==> src/rtl/lin_wake_pkg.sv <==
package lin_wake_pkg;

  localparam logic [1:0] MODE_SLEEP  = 2'b01;
  localparam logic [1:0] MODE_SILENT = 2'b10;

  typedef enum logic [1:0] {
    ST_IDLE  = 2'd0,
    ST_WATCH = 2'd1,
    ST_FLOAT = 2'd2,
    ST_SHORT = 2'd3
  } wake_state_e;

  function automatic logic mode_asleep(input logic [1:0] m);
    return (m == MODE_SLEEP) || (m == MODE_SILENT);
  endfunction

  // Silent mode honours a wake only with the transmit pin high.
  function automatic logic wake_allowed(input logic [1:0] m, input logic txd);
    return (m == MODE_SLEEP) || txd;
  endfunction

endpackage

==> src/rtl/lin_wake_timer.sv <==
module lin_wake_timer #(
  parameter int LIMIT = 16,
  localparam int W = $clog2(LIMIT + 1)
) (
  input  logic         clk,
  input  logic         rst_n,
  input  logic         clr,
  input  logic         inc,
  output logic         hit,
  output logic [W-1:0] count
);

  localparam logic [W-1:0] LAST = W'(LIMIT - 1);

  assign hit = inc && (count == LAST);

  always_ff @(posedge clk or negedge rst_n) begin
    if (!rst_n)          count <= '0;
    else if (clr || hit) count <= '0;
    else if (inc)        count <= count + 1'b1;
  end

  // the counter wraps at its limit and never runs past it.
  assert_count_bound_R6: assert property (@(posedge clk) disable iff (!rst_n)
    count <= LAST);

endmodule

==> src/rtl/lin_wake_pulse.sv <==
module lin_wake_pulse #(
  parameter int FILT_CYC = 90
) (
  input  logic clk,
  input  logic rst_n,
  input  logic enable,
  input  logic dom_i,
  output logic bus_release,
  output logic long_pulse
);

  localparam int W = $clog2(FILT_CYC + 1);
  localparam logic [W-1:0] FILT_W = W'(FILT_CYC);

  logic         dom_q;
  logic [W-1:0] width;

  always_ff @(posedge clk or negedge rst_n) begin
    if (!rst_n) begin
      dom_q <= 1'b0;
      width <= '0;
    end else if (!enable) begin
      dom_q <= 1'b0;
      width <= '0;
    end else begin
      dom_q <= dom_i;
      if (!dom_i)               width <= '0;
      else if (width != FILT_W) width <= width + 1'b1;
    end
  end

  assign bus_release = enable && dom_q && !dom_i;
  assign long_pulse  = (width >= FILT_W);

  // the width count saturates at the filter length.
  assert_width_cap_R3: assert property (@(posedge clk) disable iff (!rst_n)
    width <= FILT_W);

  // a release always restarts the width count.
  assert_release_clears_R4: assert property (@(posedge clk) disable iff (!rst_n)
    (bus_release && enable) |=> (width == '0));

endmodule

==> src/rtl/lin_wake_fsm.sv <==
module lin_wake_fsm
  import lin_wake_pkg::*;
(
  input  logic        clk,
  input  logic        rst_n,
  input  logic        asleep,
  input  logic        permit,
  input  logic        bus_lo,
  input  logic        bus_dom,
  input  logic        bus_release,
  input  logic        long_pulse,
  input  logic        mon_hit,
  input  logic        rearm_hit,
  output wake_state_e state_o,
  output logic        rx_en_o,
  output logic        wake_o,
  output logic        mon_expired_o
);

  wake_state_e state_q, state_d;
  logic        wake_d, wake_q;

  always_comb begin
    state_d = state_q;
    wake_d  = 1'b0;
    unique case (state_q)
      ST_IDLE:  if (bus_lo) state_d = ST_WATCH;
      ST_WATCH: begin
        if (bus_release && long_pulse) begin
          wake_d  = permit;
          state_d = ST_IDLE;
        end else if (mon_hit) begin
          state_d = bus_dom ? ST_SHORT : ST_FLOAT;
        end else if (!bus_lo && !bus_dom) begin
          state_d = ST_IDLE;
        end
      end
      ST_FLOAT: if (rearm_hit) state_d = ST_IDLE;
      ST_SHORT: begin
        if (bus_release) begin
          wake_d  = permit;
          state_d = ST_IDLE;
        end
      end
      default:  state_d = ST_IDLE;
    endcase
  end

  always_ff @(posedge clk or negedge rst_n) begin
    if (!rst_n) begin
      state_q <= ST_IDLE;
      wake_q  <= 1'b0;
    end else if (!asleep) begin
      state_q <= ST_IDLE;
      wake_q  <= 1'b0;
    end else begin
      state_q <= state_d;
      wake_q  <= wake_d;
    end
  end

  assign state_o       = state_q;
  assign rx_en_o       = (state_q == ST_WATCH);
  assign mon_expired_o = (state_q == ST_FLOAT) || (state_q == ST_SHORT);
  assign wake_o        = wake_q;

  assert_awake_quiet_R1: assert property (@(posedge clk) disable iff (!rst_n)
    !asleep |=> (!rx_en_o && !wake_o && !mon_expired_o));

  assert_wake_single_R5: assert property (@(posedge clk) disable iff (!rst_n)
    wake_o |=> !wake_o);

  assert_wake_source_R3: assert property (@(posedge clk) disable iff (!rst_n)
    wake_o |-> $past(rx_en_o || mon_expired_o));

  assert_float_locked_R7: assert property (@(posedge clk) disable iff (!rst_n)
    (state_q == ST_FLOAT) |=> (!rx_en_o && !wake_o));

  assert_exclusive_R10: assert property (@(posedge clk) disable iff (!rst_n)
    !(rx_en_o && mon_expired_o));

endmodule

==> src/rtl/lin_wake_detector.sv <==
module lin_wake_detector
  import lin_wake_pkg::*;
#(
  parameter int FILT_CYC  = 90,
  parameter int MON_CYC   = 10000,
  parameter int REARM_CYC = 5
) (
  input  logic       clk,
  input  logic       rst_n,
  input  logic [1:0] mode_i,
  input  logic       txd_i,
  input  logic       bus_below_prewake_i,
  input  logic       bus_below_dom_i,
  input  logic       bus_above_high_i,
  output logic       rx_en_o,
  output logic       wake_o,
  output logic       mon_expired_o
);

  localparam int MON_W   = $clog2(MON_CYC + 1);
  localparam int REARM_W = $clog2(REARM_CYC + 1);

  logic              asleep, permit;
  logic              bus_release, long_pulse;
  logic              mon_inc, mon_clr, mon_hit;
  logic              rearm_inc, rearm_clr, rearm_hit;
  logic [MON_W-1:0]  mon_count;
  logic [REARM_W-1:0] rearm_count;
  wake_state_e       state;

  assign asleep = mode_asleep(mode_i);
  assign permit = wake_allowed(mode_i, txd_i);

  lin_wake_pulse #(.FILT_CYC(FILT_CYC)) i_pulse (
    .clk         (clk),
    .rst_n       (rst_n),
    .enable      (asleep),
    .dom_i       (bus_below_dom_i),
    .bus_release (bus_release),
    .long_pulse  (long_pulse)
  );

  assign mon_inc = asleep && (state == ST_WATCH);
  assign mon_clr = !mon_inc;

  lin_wake_timer #(.LIMIT(MON_CYC)) i_mon_timer (
    .clk   (clk),
    .rst_n (rst_n),
    .clr   (mon_clr),
    .inc   (mon_inc),
    .hit   (mon_hit),
    .count (mon_count)
  );

  assign rearm_inc = asleep && (state == ST_FLOAT) && bus_above_high_i;
  assign rearm_clr = !rearm_inc;

  lin_wake_timer #(.LIMIT(REARM_CYC)) i_rearm_timer (
    .clk   (clk),
    .rst_n (rst_n),
    .clr   (rearm_clr),
    .inc   (rearm_inc),
    .hit   (rearm_hit),
    .count (rearm_count)
  );

  lin_wake_fsm i_fsm (
    .clk           (clk),
    .rst_n         (rst_n),
    .asleep        (asleep),
    .permit        (permit),
    .bus_lo        (bus_below_prewake_i),
    .bus_dom       (bus_below_dom_i),
    .bus_release   (bus_release),
    .long_pulse    (long_pulse),
    .mon_hit       (mon_hit),
    .rearm_hit     (rearm_hit),
    .state_o       (state),
    .rx_en_o       (rx_en_o),
    .wake_o        (wake_o),
    .mon_expired_o (mon_expired_o)
  );

  // the window runs only while the receiver is powered.
  assert_mon_idle_R6: assert property (@(posedge clk) disable iff (!rst_n)
    !rx_en_o |=> (mon_count == '0) || rx_en_o);

  // re-arm progress exists only in the floating lockout.
  assert_rearm_scope_R7: assert property (@(posedge clk) disable iff (!rst_n)
    (rearm_count != '0) |-> $past(state == ST_FLOAT));

  // silent mode with transmit low never yields a strobe.
  assert_silent_txd_R9: assert property (@(posedge clk) disable iff (!rst_n)
    (mode_i == MODE_SILENT && !txd_i) |=> !wake_o);

endmodule

==> config.mk <==
export PLATFORM = sky130hd
export DESIGN_NAME = lin_wake_detector
export DESIGN_NICKNAME = d
export VERILOG_FILES = /design/src/rtl/lin_wake_pkg.sv /design/src/rtl/lin_wake_timer.sv /design/src/rtl/lin_wake_pulse.sv /design/src/rtl/lin_wake_fsm.sv /design/src/rtl/lin_wake_detector.sv
export SDC_FILE = /design/constraint.sdc
export NUM_CORES = 1
export LEC_CHECK = 0
export BUFFER_PORTS_ARGS = -buffer_cell sky130_fd_sc_hd__buf_4
export CORE_MARGIN = 2
export CORE_UTILIZATION = 55
export DETAILED_ROUTE_END_ITERATION = 16
export PLACE_DENSITY = 0.74
export REMOVE_ABC_BUFFERS = 1
export SLEW_MARGIN = 20
export SYNTH_ARGS = -nofsm -noshare
export SYNTH_HDL_FRONTEND = slang
export SYNTH_HIERARCHICAL = 1
export SYNTH_SLANG_ARGS = --single-unit
==> constraint.sdc <==
create_clock -name clk -period 2.7 [get_ports clk]
set_clock_uncertainty 0.05 [all_clocks]
set_input_delay 0.135 -clock clk [delete_from_list [all_inputs] [get_ports clk]]
set_output_delay 0.135 -clock clk [all_outputs]
set_load 0.05 [all_outputs]
* Yosys cells after proc, flatten, opt, wreduce, memory -nomap -nowiden
Index checks and enable logic that the tools add are counted.
** Word-level totals
- Register bits :: 28
- Input port bits :: 8
- Output and inout bits :: 3
- Word-level logic and storage cells :: 66
** Cells by class
- $add $sub $neg :: 3
- Magnitude comparators :: 1
- Eq/ne operators :: 13
- Mux-type cells :: 21
- Reductions and logical operators :: 22
** Operator list (number)
- 2-to-1 mux 14 bit :: 2
- 2-to-1 mux 7 bit :: 3
- adder 14 x 1 -> 14 bit, second input constant :: 1
- == test 14 bit, second input constant :: 1
- 2-to-1 mux 2 bit :: 7
- logical AND 1 bit :: 9
- inequality test 3 x 2 -> 1 bit, second input constant :: 3
- one-hot mux 2 bit (4 select lines) :: 1
- adder 7 x 1 -> 7 bit, second input constant :: 1
- >= comparator 7 bit, second input constant :: 1
- inequality test 7 bit, second input constant :: 1
- == test 2 bit, second input constant :: 3
- 2-to-1 mux 3 bit :: 2
- logical OR 1 bit :: 5
- 2-to-1 mux 1 bit :: 5
- inequality test 5 x 2 -> 1 bit, second input constant :: 1
- == test 2 x 1 -> 1 bit, second input constant :: 2
- logical NOT 1 bit :: 4
- AND reduction 4 bit :: 1
- nonzero test 2 bit :: 2
- adder 3 x 1 -> 3 bit, second input constant :: 1
- == test 3 bit, second input constant :: 1
- inequality test 3 bit, second input constant :: 1
- logical NOT 2 bit :: 1
- one-hot mux 1 bit (2 select lines) :: 1

* Logic depth before layout (Yosys ltp)
- Word-level depth :: 8
- Depth in mapped cells :: 8
- Depth with buffers taken out :: 8

* Modules after synthesis
Netlist, hierarchy kept.
** Modules (own cells, without submodules)
- lin_wake_timer at i_mon_timer :: instances 1, cells each 71, area an instance 706.9 sq um, sequential area each 350.3 sq um
- lin_wake_pulse :: instances 1, cells each 41, area an instance 399.1 sq um, sequential area each 200.2 sq um
- lin_wake_timer at i_rearm_timer :: instances 1, cells each 19, area an instance 172.7 sq um, sequential area each 75.1 sq um
- lin_wake_fsm :: instances 1, cells each 19, area an instance 171.4 sq um, sequential area each 75.1 sq um
- lin_wake_detector :: instances 1, cells each 8, area an instance 66.3 sq um, sequential area each 0.0 sq um

* Worst setup path after synthesis
OpenSTA, ideal clock, no wires.
- Path kind :: in2reg
- Start point :: input port mode_i[1]
- End point :: register i_mon_timer.count[10]
- Library setup time :: 0.119 ns
- Arrival :: 1.986 ns
- Required time :: 2.531 ns
- Path slack :: 0.545 ns
- Stages :: 8
- Cell sequence :: inv_1 -> ha_1 -> nor3b_1 -> nand4_1 -> nor4_2 -> or2_4 -> buf_8 -> nor2_1
** On the way
- Cells in the longest elaborated chain, start to end :: 6
- Elaborated cells between the ends (all ways) :: 9
- Those cells by class :: 2 x eq/ne; 1 x mux; 6 x reduce/logical
** Ends and longest elaborated chain
- from (decl) :: line lin_wake_detector.sv:10 : input logic [1:0] mode_i,
- == test 2 x 1 -> 1 bit / == test 2 bit (equally long branches) :: line lin_wake_pkg.sv:14 : return (m == MODE_SLEEP) || (m == MODE_SILENT);
- logical OR 1 bit * :: line lin_wake_pkg.sv:14
- logical AND 1 bit * :: line lin_wake_detector.sv:43 : assign mon_inc = asleep && (state == ST_WATCH);
- net mon_inc :: line lin_wake_detector.sv:25 : logic mon_inc, mon_clr, mon_hit;
- logical AND 1 bit * :: line lin_wake_timer.sv:15 : assign hit = inc && (count == LAST);
- net mon_hit :: line lin_wake_detector.sv:25
- logical OR 1 bit * :: line lin_wake_timer.sv:19 : else if (clr || hit) count <= '0;
- 2-to-1 mux 14 bit / nonzero test 2 bit (equally long branches)
- to (signal assigned) :: line lin_wake_timer.sv:20 : else if (inc) count <= count + 1'b1;
- to (decl) :: line lin_wake_timer.sv:10 : output logic [W-1:0] count
The timed path passes the listed nets; every way through them passes the cells marked *.
A chain may end at the register's enable or synchronous reset.

* Final worst setup path
- Start point :: register i_fsm.state_q[0], in the netlist i_fsm/state_o[0]
- End point :: register i_mon_timer.count[1]
** On the way
- Cells in the longest elaborated chain, start to end :: 5
- Elaborated cells between the ends (all ways) :: 7
- Those cells by class :: 1 x eq/ne; 1 x mux; 5 x reduce/logical
** Ends and longest elaborated chain
- from (decl) :: line lin_wake_fsm.sv:20 : wake_state_e state_q, state_d;
- from (signal assigned) :: line lin_wake_fsm.sv:57 : state_q <= state_d;
- == test 2 x 1 -> 1 bit * :: line lin_wake_detector.sv:43
- logical AND 1 bit * :: line lin_wake_detector.sv:43
- net mon_inc :: line lin_wake_detector.sv:25
- logical AND 1 bit * :: line lin_wake_timer.sv:15
- net mon_hit :: line lin_wake_detector.sv:25
- logical OR 1 bit * :: line lin_wake_timer.sv:19
- 2-to-1 mux 14 bit / nonzero test 2 bit (equally long branches)
Marks and branches as above.

==> flow_summary.ini <==
[detailed_routing]
antenna_left = 0
drc = 0
postRouteWirelength_mm = 2.77
drt-vias-per-instance = 5.68
drt_pass1_iterations = 4
wl_per_cell_um = 13.6
num_vias = 1154
dr.first_iter.drc_count = 25

[synthesis]
synth_edf_count = 0
yosysWarnings = 6
syn_inst = 158
synth_ff_type = dfrtp_1
synth_cell_type_count = 40
async_reset_ff_frac = 1.00
ys_seq_area_frac = 0.462
avgSynthCellArea_um2 = 9.60
synth_area_um2 = 1520
ys_ff_latch = 28

[timing]
setup_ws_ps = 575
rsz0062_at_grt = false
worst_pin_slew_ps = 340
hold_ws_ps = 74.4
hold_violations = 0
fin_tns_setup_ps = 0
slew_violations = 0
fmaxAchievable_mhz = 471
max_slew_margin = 0.770
fin_crit_sh = 0.787
finalSetupViolCount = 0
post-route-min-period_ps = 2130

[floorplanning]
die_x_um = 56.5
die_y_um = 56.5
rows = 19
ios = 11
fp.dieArea_um2 = 3190
core_um2 = 2690
start_util = 0.565

[critical_path]
reg2reg_depth = 6
r2r-end = i_mon_timer/count[1]
critPathCaptureType = flip-flop
cp-start-kind = flip-flop
cp_data_arrival_time_ps = 2300
ff2ff_setup_slack_ps = 570
required_ps = 2870
critPathKind = flip-flop to flip-flop
r2r-start = i_fsm/state_o[0]
crit_fanout = 13
endpoint = i_mon_timer/count[1]
startpoint = i_fsm/state_o[0]

[layout]
fin_nets = 187
n_antenna_cell = 0
drive_gt1_frac = 0.134
final_area_um2 = 1680
final_cells = 203
syn2layout_area_growth_pct = 10.9
fill_cells = 228

[clock_tree]
cts.sinks = 28
clock_path_buffers = 2
post_cts_resized = 0
h-tree-depth = 1
cts-root-buf = clkbuf_4
clock_latency_ps = 320
clk_pin_slew_ps = 150
cts_tree = built
cts_buffers = 3

[placement]
gp_congestion = 0.808
placed_cell_area_um2 = 1620
pre_cts_slack_ps = 529
place_inst = 198
io_buffers = 10
dpl.hpwl_mm = 2.07

[global_route]
grt_pass1_vias = 1180
grt_max_degree = 29
gr-total-overflow = 0
antenna_found_initial = 0
track_usage = 0.195
grt_pass1_wl_mm = 5.06

[run]
maxCapViolCount = 0

[pwr]
leakagePower_nw = 0.693
powerDensity_nw_per_um2 = 462
ir_worst_vdd_uv = 313

[min_path]
worstHoldPathType = primary input to flip-flop

[run_status]
outcome = finished, final reports clean
==> sequential cells by signal (all words and copies together) (netlist names) <==
name                 flops
i_mon_timer/count       14
i_fsm/state_o            2
i_fsm/wake_o             1
i_pulse/width            7
i_rearm_timer/count      3
i_pulse/dom_q            1
==> cell type report <==
type	count	area (um^2)	share of cell area
Multi-Input combinational cell	121	771	0.458
Sequential cell	28	701	0.417
Timing Repair Buffer	12	92.6	0.0551
Tap cell	31	38.8	0.0231
Clock inverter	1	30.0	0.0179
Inverter	7	26.3	0.0156
Clock buffer	3	22.5	0.0134
==> synth_stat cells (2+ instances only) <==
library cell,instances,share of area
ha_1,6,0.050
o21ai_0,3,0.0099
xnor2_1,9,0.052
a21oi_1,6,0.020
nand2_1,13,0.032
nor3_1,4,0.013
and3_1,2,0.0082
or3_1,4,0.016
xor2_1,7,0.040
o21ai_1,3,0.0099
a21boi_1,2,0.0099
nor4_1,3,0.012
nand4_1,5,0.021
inv_1,7,0.017
nor2_1,23,0.057
dfrtp_1,28,0.46
nand3_1,9,0.030
nand2b_1,2,0.0082
==> metal layers <==
| metal | track usage | vias up | wire, um |
|---|---|---|---|
| met3 | 0.0230 | 4 | 64 |
| met5 | 0 | - | 0 |
| met4 | 0.0510 | 0 | 30 |
| met1 | 0.257 | 560 | 1320 |
| met2 | 0.339 | 16 | 1360 |
| li1 | - | 574 | - |
==> worst max-delay path: stages, from the launching register on <==
cell and delay, ps:
dfrtp_1 520, nor3b_1 240, buf_4 180, nand4_1 280, nor4_2 410, or2_4 270, nor2_1 70
==> how the worst min path moves through the flow <==
stage	slack, ps	cells past startpoint	from	to
final	70	3	bus_below_prewake_i	i_fsm/state_o[0]
after global routing	80	3	bus_below_prewake_i	i_fsm/state_o[0]
after CTS	60	3	bus_below_prewake_i	i_fsm/state_o[0]
after detailed placement	20	1	rst_n	i_mon_timer/count[13]
after global placement	20	1	rst_n	i_mon_timer/count[13]
after floorplan	-210	0	rst_n	i_fsm/state_o[0]
==> cell families (layout without fill, tap and decap cells) <==
kind of cell | count (synthesis) | count (layout) | synth area share
buffers and inverters | 9 | 23 | 0.0297
flip-flops | 28 | 28 | 0.462
adder cells (fa/ha/maj) | 6 | 6 | 0.0495
XOR/XNOR | 16 | 16 | 0.0924
AO/OA/AOI/OAI | 19 | 19 | 0.0792
multiplexers | 1 | 1 | 0.00660
AND/OR/NAND/NOR | 79 | 79 | 0.281
==> power breakdown <==
part           leakage, nW  internal, mW  switching (mW)
combinational        0.277        0.0313          0.0424
sequential           0.388         0.425         0.00792
clock               0.0279         0.150           0.121
==> through the flow <==
step                 util  power (mW)
global route        0.626       0.809
global placement    0.603       0.511
detailed placement  0.603       0.513
finish              0.626       0.777
CTS                 0.626       0.784
floorplan               -       0.482
==> placed cells by master, fill, tap and decap left out, types with 4 or more instances in the layout <==
| cell | synthesis | routed |
|---|---|---|
| dfrtp_1 | 28 | 28 |
| nor2_1 | 23 | 23 |
| nand2_1 | 13 | 13 |
| buf_4 | 0 | 11 |
| nand3_1 | 9 | 9 |
| xnor2_1 | 9 | 9 |
| inv_1 | 7 | 7 |
| xor2_1 | 7 | 7 |
| ha_1 | 6 | 6 |
| a21oi_1 | 6 | 6 |
| nand4_1 | 5 | 5 |
| or3_1 | 4 | 4 |
| nor3_1 | 4 | 4 |
==> what timing repair did <==
| action | in CTS | in global routing |
|---|---|---|
| endpoints found under the hold margin | 28 | 0 |
| hold buffers | 1 | 0 |
| setup buffers | 0 | 0 |
Power figures use the tool's default switching activity.
